$ cat src/rtl/bl_pkg.sv
package bl_pkg;
  typedef enum logic {
    STD_NTSC = 1'b0,
    STD_PAL  = 1'b1
  } vid_std_e;
endpackage

$ cat src/rtl/bl_cycle_count.sv
module bl_cycle_count #(
  parameter int LINE_CYCLES = 128,
  parameter int CYC_W       = $clog2(LINE_CYCLES)
) (
  input  logic             clk,
  input  logic             rst,
  input  logic             line_start,
  input  logic             cyc_tick,
  output logic [CYC_W-1:0] cyc_q,
  output logic [CYC_W-1:0] cyc_nxt,
  output logic             step_nxt
);
  localparam logic [CYC_W-1:0] TERM = CYC_W'(LINE_CYCLES - 1);

  always_comb begin
    cyc_nxt  = cyc_q;
    step_nxt = 1'b0;
    if (line_start) begin
      cyc_nxt = '0;
    end else if (cyc_tick && (cyc_q != TERM)) begin
      cyc_nxt  = cyc_q + 1'b1;
      step_nxt = 1'b1;
    end
  end

  always_ff @(posedge clk) begin
    if (rst) cyc_q <= '0;
    else     cyc_q <= cyc_nxt;
  end

  AST_CNT_RESTART: assert property (@(posedge clk) disable iff (rst)
    line_start |=> (cyc_q == '0));
  AST_CNT_HOLD: assert property (@(posedge clk) disable iff (rst)
    (!line_start && !cyc_tick) |=> $stable(cyc_q));
  AST_CNT_NO_WRAP: assert property (@(posedge clk) disable iff (rst)
    (!line_start && cyc_q == TERM) |=> (cyc_q == TERM));
endmodule

$ cat src/rtl/bl_decide.sv
module bl_decide
  import bl_pkg::*;
#(
  parameter int LINE_W     = 9,
  parameter int CYC_W      = 7,
  parameter int CHK_END    = 55,
  parameter int NTSC_FIRST = 51,
  parameter int NTSC_LAST  = 250,
  parameter int PAL_FIRST  = 57,
  parameter int PAL_LAST   = 306
) (
  input  logic              clk,
  input  logic              rst,
  input  logic              line_start,
  input  logic              cyc_tick,
  input  logic [CYC_W-1:0]  cyc_q,
  input  logic [LINE_W-1:0] line_num,
  input  logic              disp_en,
  input  logic [2:0]        vscroll,
  input  vid_std_e          vstd,
  output logic              bad_q,
  output logic              bad_nxt
);
  localparam logic [CYC_W-1:0]  CHK_END_C = CYC_W'(CHK_END);
  localparam logic [LINE_W-1:0] N_LO = LINE_W'(NTSC_FIRST);
  localparam logic [LINE_W-1:0] N_HI = LINE_W'(NTSC_LAST);
  localparam logic [LINE_W-1:0] P_LO = LINE_W'(PAL_FIRST);
  localparam logic [LINE_W-1:0] P_HI = LINE_W'(PAL_LAST);

  logic in_range;
  logic qualifies;

  always_comb begin
    if (vstd == STD_PAL) in_range = (line_num >= P_LO) && (line_num <= P_HI);
    else                 in_range = (line_num >= N_LO) && (line_num <= N_HI);
    qualifies = disp_en && (vscroll == line_num[2:0]) && in_range;
  end

  always_comb begin
    bad_nxt = bad_q;
    if (line_start)                            bad_nxt = 1'b0;
    else if (cyc_tick && (cyc_q == CHK_END_C)) bad_nxt = qualifies;
  end

  always_ff @(posedge clk) begin
    if (rst) bad_q <= 1'b0;
    else     bad_q <= bad_nxt;
  end

  AST_DECISION_HELD: assert property (@(posedge clk) disable iff (rst)
    (!line_start && cyc_q > CHK_END_C) |=> $stable(bad_q));
  AST_DECISION_CLEAR: assert property (@(posedge clk) disable iff (rst)
    line_start |=> !bad_q);
endmodule

$ cat src/rtl/bl_fetch_seq.sv
module bl_fetch_seq #(
  parameter int CYC_W     = 7,
  parameter int WIN_START = 56,
  parameter int WIN_LEN   = 40,
  parameter int IDX_W     = $clog2(WIN_LEN)
) (
  input  logic             clk,
  input  logic             rst,
  input  logic [CYC_W-1:0] cyc_nxt,
  input  logic             step_nxt,
  input  logic             bad_nxt,
  output logic             cpu_stall,
  output logic             fetch_matrix,
  output logic             fetch_char,
  output logic [IDX_W-1:0] fetch_idx
);
  localparam logic [CYC_W-1:0] WS_C     = CYC_W'(WIN_START);
  localparam logic [CYC_W-1:0] WE_C     = CYC_W'(WIN_START + WIN_LEN - 1);
  localparam logic [IDX_W-1:0] LAST_IDX = IDX_W'(WIN_LEN - 1);

  logic             stall_d;
  logic             mat_d;
  logic [IDX_W-1:0] idx_d;

  always_comb begin
    stall_d = bad_nxt && (cyc_nxt >= WS_C) && (cyc_nxt <= WE_C);
    mat_d   = stall_d && step_nxt;
    idx_d   = stall_d ? IDX_W'(cyc_nxt - WS_C) : '0;
  end

  always_ff @(posedge clk) begin
    if (rst) begin
      cpu_stall    <= 1'b0;
      fetch_matrix <= 1'b0;
      fetch_char   <= 1'b0;
      fetch_idx    <= '0;
    end else begin
      cpu_stall    <= stall_d;
      fetch_matrix <= mat_d;
      fetch_char   <= fetch_matrix;
      fetch_idx    <= idx_d;
    end
  end

  AST_MATRIX_IN_STALL: assert property (@(posedge clk) disable iff (rst)
    fetch_matrix |-> cpu_stall);
  AST_CHAR_FOLLOWS: assert property (@(posedge clk) disable iff (rst)
    fetch_matrix |=> fetch_char);
  AST_IDX_RANGE: assert property (@(posedge clk) disable iff (rst)
    cpu_stall |-> (fetch_idx <= LAST_IDX));
endmodule

$ cat src/rtl/badline_dma_ctrl.sv
module badline_dma_ctrl
  import bl_pkg::*;
#(
  parameter int LINE_CYCLES = 128,
  parameter int LINE_W      = 9,
  parameter int CHK_END     = 55,
  parameter int WIN_START   = 56,
  parameter int WIN_LEN     = 40,
  parameter int NTSC_FIRST  = 51,
  parameter int NTSC_LAST   = 250,
  parameter int PAL_FIRST   = 57,
  parameter int PAL_LAST    = 306,
  parameter int CYC_W       = $clog2(LINE_CYCLES),
  parameter int IDX_W       = $clog2(WIN_LEN)
) (
  input  logic              clk,
  input  logic              rst,
  input  logic              line_start,
  input  logic              cyc_tick,
  input  logic [LINE_W-1:0] line_num,
  input  logic              disp_en,
  input  logic [2:0]        vscroll,
  input  logic              std_pal,
  output logic              cpu_stall,
  output logic              fetch_matrix,
  output logic              fetch_char,
  output logic [IDX_W-1:0]  fetch_idx
);
  localparam logic [CYC_W-1:0] WS_C = CYC_W'(WIN_START);
  localparam logic [CYC_W-1:0] WE_C = CYC_W'(WIN_START + WIN_LEN - 1);

  if (WIN_START <= CHK_END || WIN_START + WIN_LEN > LINE_CYCLES) begin : g_cfg_bad
    $error("stolen window must follow the check phase and fit in the line");
  end

  logic [CYC_W-1:0] cyc_q;
  logic [CYC_W-1:0] cyc_nxt;
  logic             step_nxt;
  logic             bad_q;
  logic             bad_nxt;

  bl_cycle_count #(.LINE_CYCLES(LINE_CYCLES), .CYC_W(CYC_W)) u_cnt (
    .clk(clk), .rst(rst), .line_start(line_start), .cyc_tick(cyc_tick),
    .cyc_q(cyc_q), .cyc_nxt(cyc_nxt), .step_nxt(step_nxt)
  );

  bl_decide #(
    .LINE_W(LINE_W), .CYC_W(CYC_W), .CHK_END(CHK_END),
    .NTSC_FIRST(NTSC_FIRST), .NTSC_LAST(NTSC_LAST),
    .PAL_FIRST(PAL_FIRST), .PAL_LAST(PAL_LAST)
  ) u_dec (
    .clk(clk), .rst(rst), .line_start(line_start), .cyc_tick(cyc_tick),
    .cyc_q(cyc_q), .line_num(line_num), .disp_en(disp_en), .vscroll(vscroll),
    .vstd(vid_std_e'(std_pal)), .bad_q(bad_q), .bad_nxt(bad_nxt)
  );

  bl_fetch_seq #(
    .CYC_W(CYC_W), .WIN_START(WIN_START), .WIN_LEN(WIN_LEN), .IDX_W(IDX_W)
  ) u_seq (
    .clk(clk), .rst(rst), .cyc_nxt(cyc_nxt), .step_nxt(step_nxt), .bad_nxt(bad_nxt),
    .cpu_stall(cpu_stall), .fetch_matrix(fetch_matrix), .fetch_char(fetch_char),
    .fetch_idx(fetch_idx)
  );

  AST_STALL_WINDOW: assert property (@(posedge clk) disable iff (rst)
    cpu_stall |-> (cyc_q >= WS_C && cyc_q <= WE_C));
  AST_STALL_NEEDS_BAD: assert property (@(posedge clk) disable iff (rst)
    cpu_stall |-> bad_q);
endmodule

$ cat config.mk
export PLATFORM = sky130hd
export DESIGN_NAME = badline_dma_ctrl
export DESIGN_NICKNAME = d
export VERILOG_FILES = /design/src/rtl/bl_pkg.sv /design/src/rtl/bl_cycle_count.sv /design/src/rtl/bl_decide.sv /design/src/rtl/bl_fetch_seq.sv /design/src/rtl/badline_dma_ctrl.sv
export SDC_FILE = /design/constraint.sdc
export NUM_CORES = 1
export LEC_CHECK = 0
export BUFFER_PORTS_ARGS = -buffer_cell sky130_fd_sc_hd__buf_2
export CORE_MARGIN = 1
export CORE_UTILIZATION = 30
export CTS_CLUSTER_DIAMETER = 100
export CTS_CLUSTER_SIZE = 25
export DETAILED_ROUTE_END_ITERATION = 16
export HOLD_SLACK_MARGIN = 0.05
export PLACE_DENSITY = 0.5
export SLEW_MARGIN = 25
export SYNTH_ARGS = -nofsm -noshare
export SYNTH_HDL_FRONTEND = slang
export SYNTH_SLANG_ARGS = --single-unit
$ cat constraint.sdc
create_clock -name clk -period 3.3 [get_ports clk]
set_input_delay 0 -clock clk [delete_from_list [all_inputs] [get_ports clk]]
set_output_delay 0 -clock clk [all_outputs]
set_load 0.02 [all_outputs]
Word-level counts from Yosys, hierarchy flattened
Cells that the tools add are included.
- register bits: 17
- input port bits: 18
- word-level logic and storage cells: 35
- bitwise gates (word level): 1
- muxes and demuxes: 7
- magnitude comparators: 6
- eq/ne operators: 3
- reduce and logical (&&, ||, !) cells: 10
- $add $sub $neg: 2
- operator list (operator ; count):
    >= comparator 9 x 6 -> 1 bit, second input constant ; 2
    two-way mux 7 bit ; 2
    less-or-equal comparator 9 x 8 -> 1 bit, second input constant ; 1
    less-or-equal comparator 9 bit, second input constant ; 1
    logical AND 1 bit ; 9
    adder 7 x 1 -> 7 bit, second input constant ; 1
    equality test 7 x 6 -> 1 bit, second input constant ; 1
    >= comparator 7 x 6 -> 1 bit, second input constant ; 1
    less-or-equal comparator 7 bit, second input constant ; 1
    inequality test 7 bit, second input constant ; 1
    subtractor 6 bit, second input constant ; 1
    two-way mux 1 bit ; 5
    equality test 3 bit ; 1
    OR reduction 2 bit ; 1
    inverter 1 bit ; 1

Longest topological paths before layout
- word-level depth: 10
- gate-level depth with buffers: 11

Hierarchy
From an unflattened synthesis, not the netlist that was laid out.
- cell total of the unflattened synthesis: 117
- area total of the unflattened synthesis: 1106.1 um^2
- modules (own cells, without submodules) (module ; cells an instance ; instances ; area an instance (um^2) ; seq. area each (um^2)):
    bl_cycle_count ; 57 ; 1 ; 548.0 ; 140.1
    bl_fetch_seq ; 30 ; 1 ; 331.6 ; 180.2
    bl_decide ; 30 ; 1 ; 226.5 ; 20.0

Least setup slack after synthesis
OpenSTA, ideal clock, no wires.
- path type: register to register
- start point: reg u_cnt.cyc_q[0]
- end point: reg u_seq.fetch_idx[5]
- data arrival time: 2288 ps
- slack: 896 ps
- data required time: 3185 ps
- clock period less this slack: 2404 ps
- cell stages (with the launch flop): 12
- cell sequence: dfxtp_1 -> ha_1 -> nand2_1 -> o21a_4 -> a311o_1 -> inv_1 -> ha_1 -> o2111ai_1 -> a21oi_1 -> o311ai_0 -> nand2_1 -> o21ba_2
- word-level cells in the longest chain between the ends: 9
- elaborated cells on any way between the ends: 16
- those cells by class: add/sub: 2; order compare: 2; eq/ne: 2; mux: 4; bitwise: 1; reduce/logical: 5
- ends and longest elaborated chain (what ; RTL line ; text):
    start: declaration ; bl_cycle_count.sv:9 ; output logic [CYC_W-1:0] cyc_q,
    start signal: assignment ; bl_cycle_count.sv:28 ; else cyc_q <= cyc_nxt;
    parallel branches: the longest is 2 deep, another holds adder 7 x 1 -> 7 bit ; - ;
    two-way mux 7 bit * ; bl_cycle_count.sv:20 ; end else if (cyc_tick && (cyc_q != TERM)) begin
    two-way mux 7 bit * ; bl_cycle_count.sv:18 ; if (line_start) begin
    named net cyc_nxt[3] ; badline_dma_ctrl.sv:37 ; logic [CYC_W-1:0] cyc_nxt;
    >= comparator 7 x 6 -> 1 bit ; bl_fetch_seq.sv:26 ; stall_d = bad_nxt && (cyc_nxt >= WS_C) && (cyc_nxt <= WE_C);
    logical AND 1 bit (2 in series) ; bl_fetch_seq.sv:26 ;
    inverter 1 bit (no source line) ; - ;
    OR reduction 2 bit (no source line) ; - ;
    end signal: assignment ; bl_fetch_seq.sv:41 ; fetch_idx <= idx_d;
    end: declaration ; bl_fetch_seq.sv:15 ; output logic [IDX_W-1:0] fetch_idx
Mark *: on every way through the listed nets, which the timed path passes.
A chain may end at the register's enable or synchronous reset.

Final worst setup path
Same ends and word-level chain as after synthesis.

==> impl_metrics.tcl <==
set metrics [dict create \
    p_total_uw 357 \
    syn-cell-area_um2 1000 \
    min_from "line_start" \
    ys_async_sr_fraction_pct 0 \
    grt_max_degree 13 \
    ys_warn_count 0 \
    r2r_slack_ns 0.61 \
    crit_path_end_kind "flip-flop" \
    grt_pass1_wl_um 3820 \
    drive_above_1_share_pct 30.1 \
    fin_ws_ns 0.612 \
    ios 27 \
    syn_area_per_cell_um2 8.70 \
    portBuffers 26 \
    viasPerCell 5.13 \
    cts_buffers 3 \
    synth_ff_type "dfxtp_1" \
    nFillCells 354 \
    clock_path_buffers 2 \
    crit_fanout 8 \
    cts_setup_buffers 0 \
    relSlewSlack_pct 70.0 \
    coreArea_um2 3100 \
    outcome "finished clean" \
    grt_antenna_before_repair 0 \
    worstSetupPathType "flip-flop to flip-flop" \
    fin_crit_sh_pct 81.4 \
    drc 0 \
    diodes 0 \
    wl_per_cell_um 12.6 \
    grt_pass1_vias 867 \
    initial_core_util_pct 32.3 \
    rr_startpoint "u_cnt.cyc_q[0]$_SDFF_PP0_" \
    post-place-ws_ns 0.623 \
    finalWirelength_um 2350 \
    ir_worst_vdd_v 0.000181 \
    powerDensity_nw_per_um2 294 \
    cap_violations 0 \
    syn_to_final_growth_pct 21.2 \
    place_hpwl_um 1810 \
    synth_cell_type_count 50 \
    dr.pass1.iters 5 \
    synth_seq_area_share_pct 34.0 \
    worstSetupStartpointType "flip-flop" \
    gr-total-overflow 0 \
    gp_congestion 0.832 \
    hp-class "input port to flip-flop" \
    rr_worst_depth 11 \
    final_antenna_net_count 0 \
    die-height_um 59.8 \
    clock.fmax_ghz 0.372 \
    die_w_um 59.8 \
    fin_setup_tns_ns 0 \
    cts_num_sinks 17 \
    fin_crit_ns 2.69 \
    min_path_cells 2 \
    skew_ns 0.00964 \
    finalHoldViolations 0 \
    r2r-end "u_seq.fetch_idx[5]$_SDFF_PP0_" \
    ctsHoldBuffers 2 \
    power_leakage_uw 0.000478 \
    clock-root-buffer "clkbuf_4" \
    slew_violations 0 \
    syn_nets 135 \
    grt_setup_unrepaired "false" \
    clk_pin_slew_ns 0.10 \
    num_vias 959 \
    worst_slew_pin_slew_ns 0.445 \
    final-setup-viol-count 0 \
    syn_inst 115 \
    critPathRequiredTime_ns 3.49 \
    dieArea_um2 3570 \
    min_to "u_seq.fetch_idx[3]$_SDFF_PP0_" \
    synth_edf_count 0 \
    htree_levels 1 \
    mostFrequentLayoutCells "buf_2 (26), dfxtp_1 (17), nor2_1 (14)" \
    grt.total_usage_pct 13.9 \
    cts_tree "built" \
    dr.first_iter.drc_count 24 \
    insertion_delay_ns 0.29 \
    worstPathArrival_ns 2.88 \
    final_common_cell "buf_2" \
    nets 164 \
    rows 20 \
    synth-seq-cells 17 \
    cts_resized 0 \
]
-- state kept, by name, indices dropped and copies added (netlist names) --
| register | count |
|---|---|
| u_seq.fetch_char | 1 |
| u_seq.fetch_idx | 6 |
| u_seq.fetch_matrix | 1 |
| u_seq.cpu_stall | 1 |
| u_dec.bad_q | 1 |
| u_cnt.cyc_q | 7 |
-- through the flow --
step	util, %	cell area [um^2]	hold slack, ns	instances
after global placement	37.6	1170	0.247	181
after detailed placement	37.6	1170	0.249	181
after CTS	39.1	1210	0.0645	187
after global routing	39.1	1210	0.0805	187
after floorplan	-	1000	0.0716	115
final	39.1	1210	0.0745	187
-- final cells by class --
cell class / instances / area, um^2 / share of cell area (%)
multi-input combinational: 89 / 622 / 51.2
timing repair buffer: 28 / 150 / 12.4
clock buffer: 3 / 22.5 / 1.86
inverter: 5 / 18.8 / 1.55
clock inverter: 1 / 5.00 / 0.412
tap: 44 / 55.1 / 4.54
sequential: 17 / 340 / 28.0
-- critical path: stages (launching register included) --
cell and delay [ns]:
dfxtp_1 0.45, ha_1 0.28, nand2_1 0.14, o21a_4 0.24, a311o_1 0.36, inv_1 0.10, ha_1 0.20, o2111ai_1 0.12
a21oi_1 0.12, o311ai_0 0.13, nand2_1 0.26, o21ba_2 0.20
-- metal layers --
metal | global-route usage (%) | part of all wire, %
met1 | 20.7 | 49
met2 | 19.7 | 46
met3 | 1.95 | 4.2
met4 | 5.65 | 0.38
met5 | 0 | 0
-- worst max path at each step --
stage,start,endpoint,depth (start not counted)
2_1_floorplan,u_cnt.cyc_q[0]$_SDFF_PP0_,u_seq.fetch_idx[5]$_SDFF_PP0_,11
3_3_place_gp,u_cnt.cyc_q[0]$_SDFF_PP0_,u_seq.fetch_idx[5]$_SDFF_PP0_,11
3_5_place_dp,u_cnt.cyc_q[0]$_SDFF_PP0_,u_seq.fetch_idx[5]$_SDFF_PP0_,11
4_1_cts,u_cnt.cyc_q[0]$_SDFF_PP0_,u_seq.fetch_idx[5]$_SDFF_PP0_,11
5_1_grt,u_cnt.cyc_q[0]$_SDFF_PP0_,u_seq.fetch_idx[5]$_SDFF_PP0_,11
6_report,u_cnt.cyc_q[0]$_SDFF_PP0_,u_seq.fetch_idx[5]$_SDFF_PP0_,11
-- report_power, final --
group,internal (uW),switching (uW),total [uW]
Clock,45.0,63.0,108
Combinational,19.7,22.1,41.8
Sequential,206,1.40,207
-- cells by family (layout without fill, tap and decap cells) --
kind of cell             count (synthesis)  after routing  synth area share (%)
flip-flops                              17             17                  34.0
XOR/XNOR                                 4              4                  3.50
buffers and inverters                    9             37                  3.88
adder cells (fa/ha/maj)                  2              2                  2.50
AO/OA/AOI/OAI                           30             30                  23.1
AND/OR/NAND/NOR                         51             51                  30.9
multiplexers                             2              2                  2.12
-- cells in the mapped netlist (2+ instances only) --
master	count	area, um^2
nor3_1	4	20.0
o21ai_0	4	20.0
nand2b_1	2	12.5
dfxtp_1	17	340
nand3_1	2	10.0
inv_1	5	18.8
a21oi_1	8	40.0
nor2_1	14	52.6
ha_1	2	25.0
nor3b_1	2	15.0
nand2_1	8	30.0
clkbuf_1	2	7.51
and3_1	2	12.5
o21a_4	2	30.0
xnor2_1	4	35.0
o2111ai_1	2	17.5
nand4_1	2	12.5
Note: power is estimated with default switching activity, not from simulation.
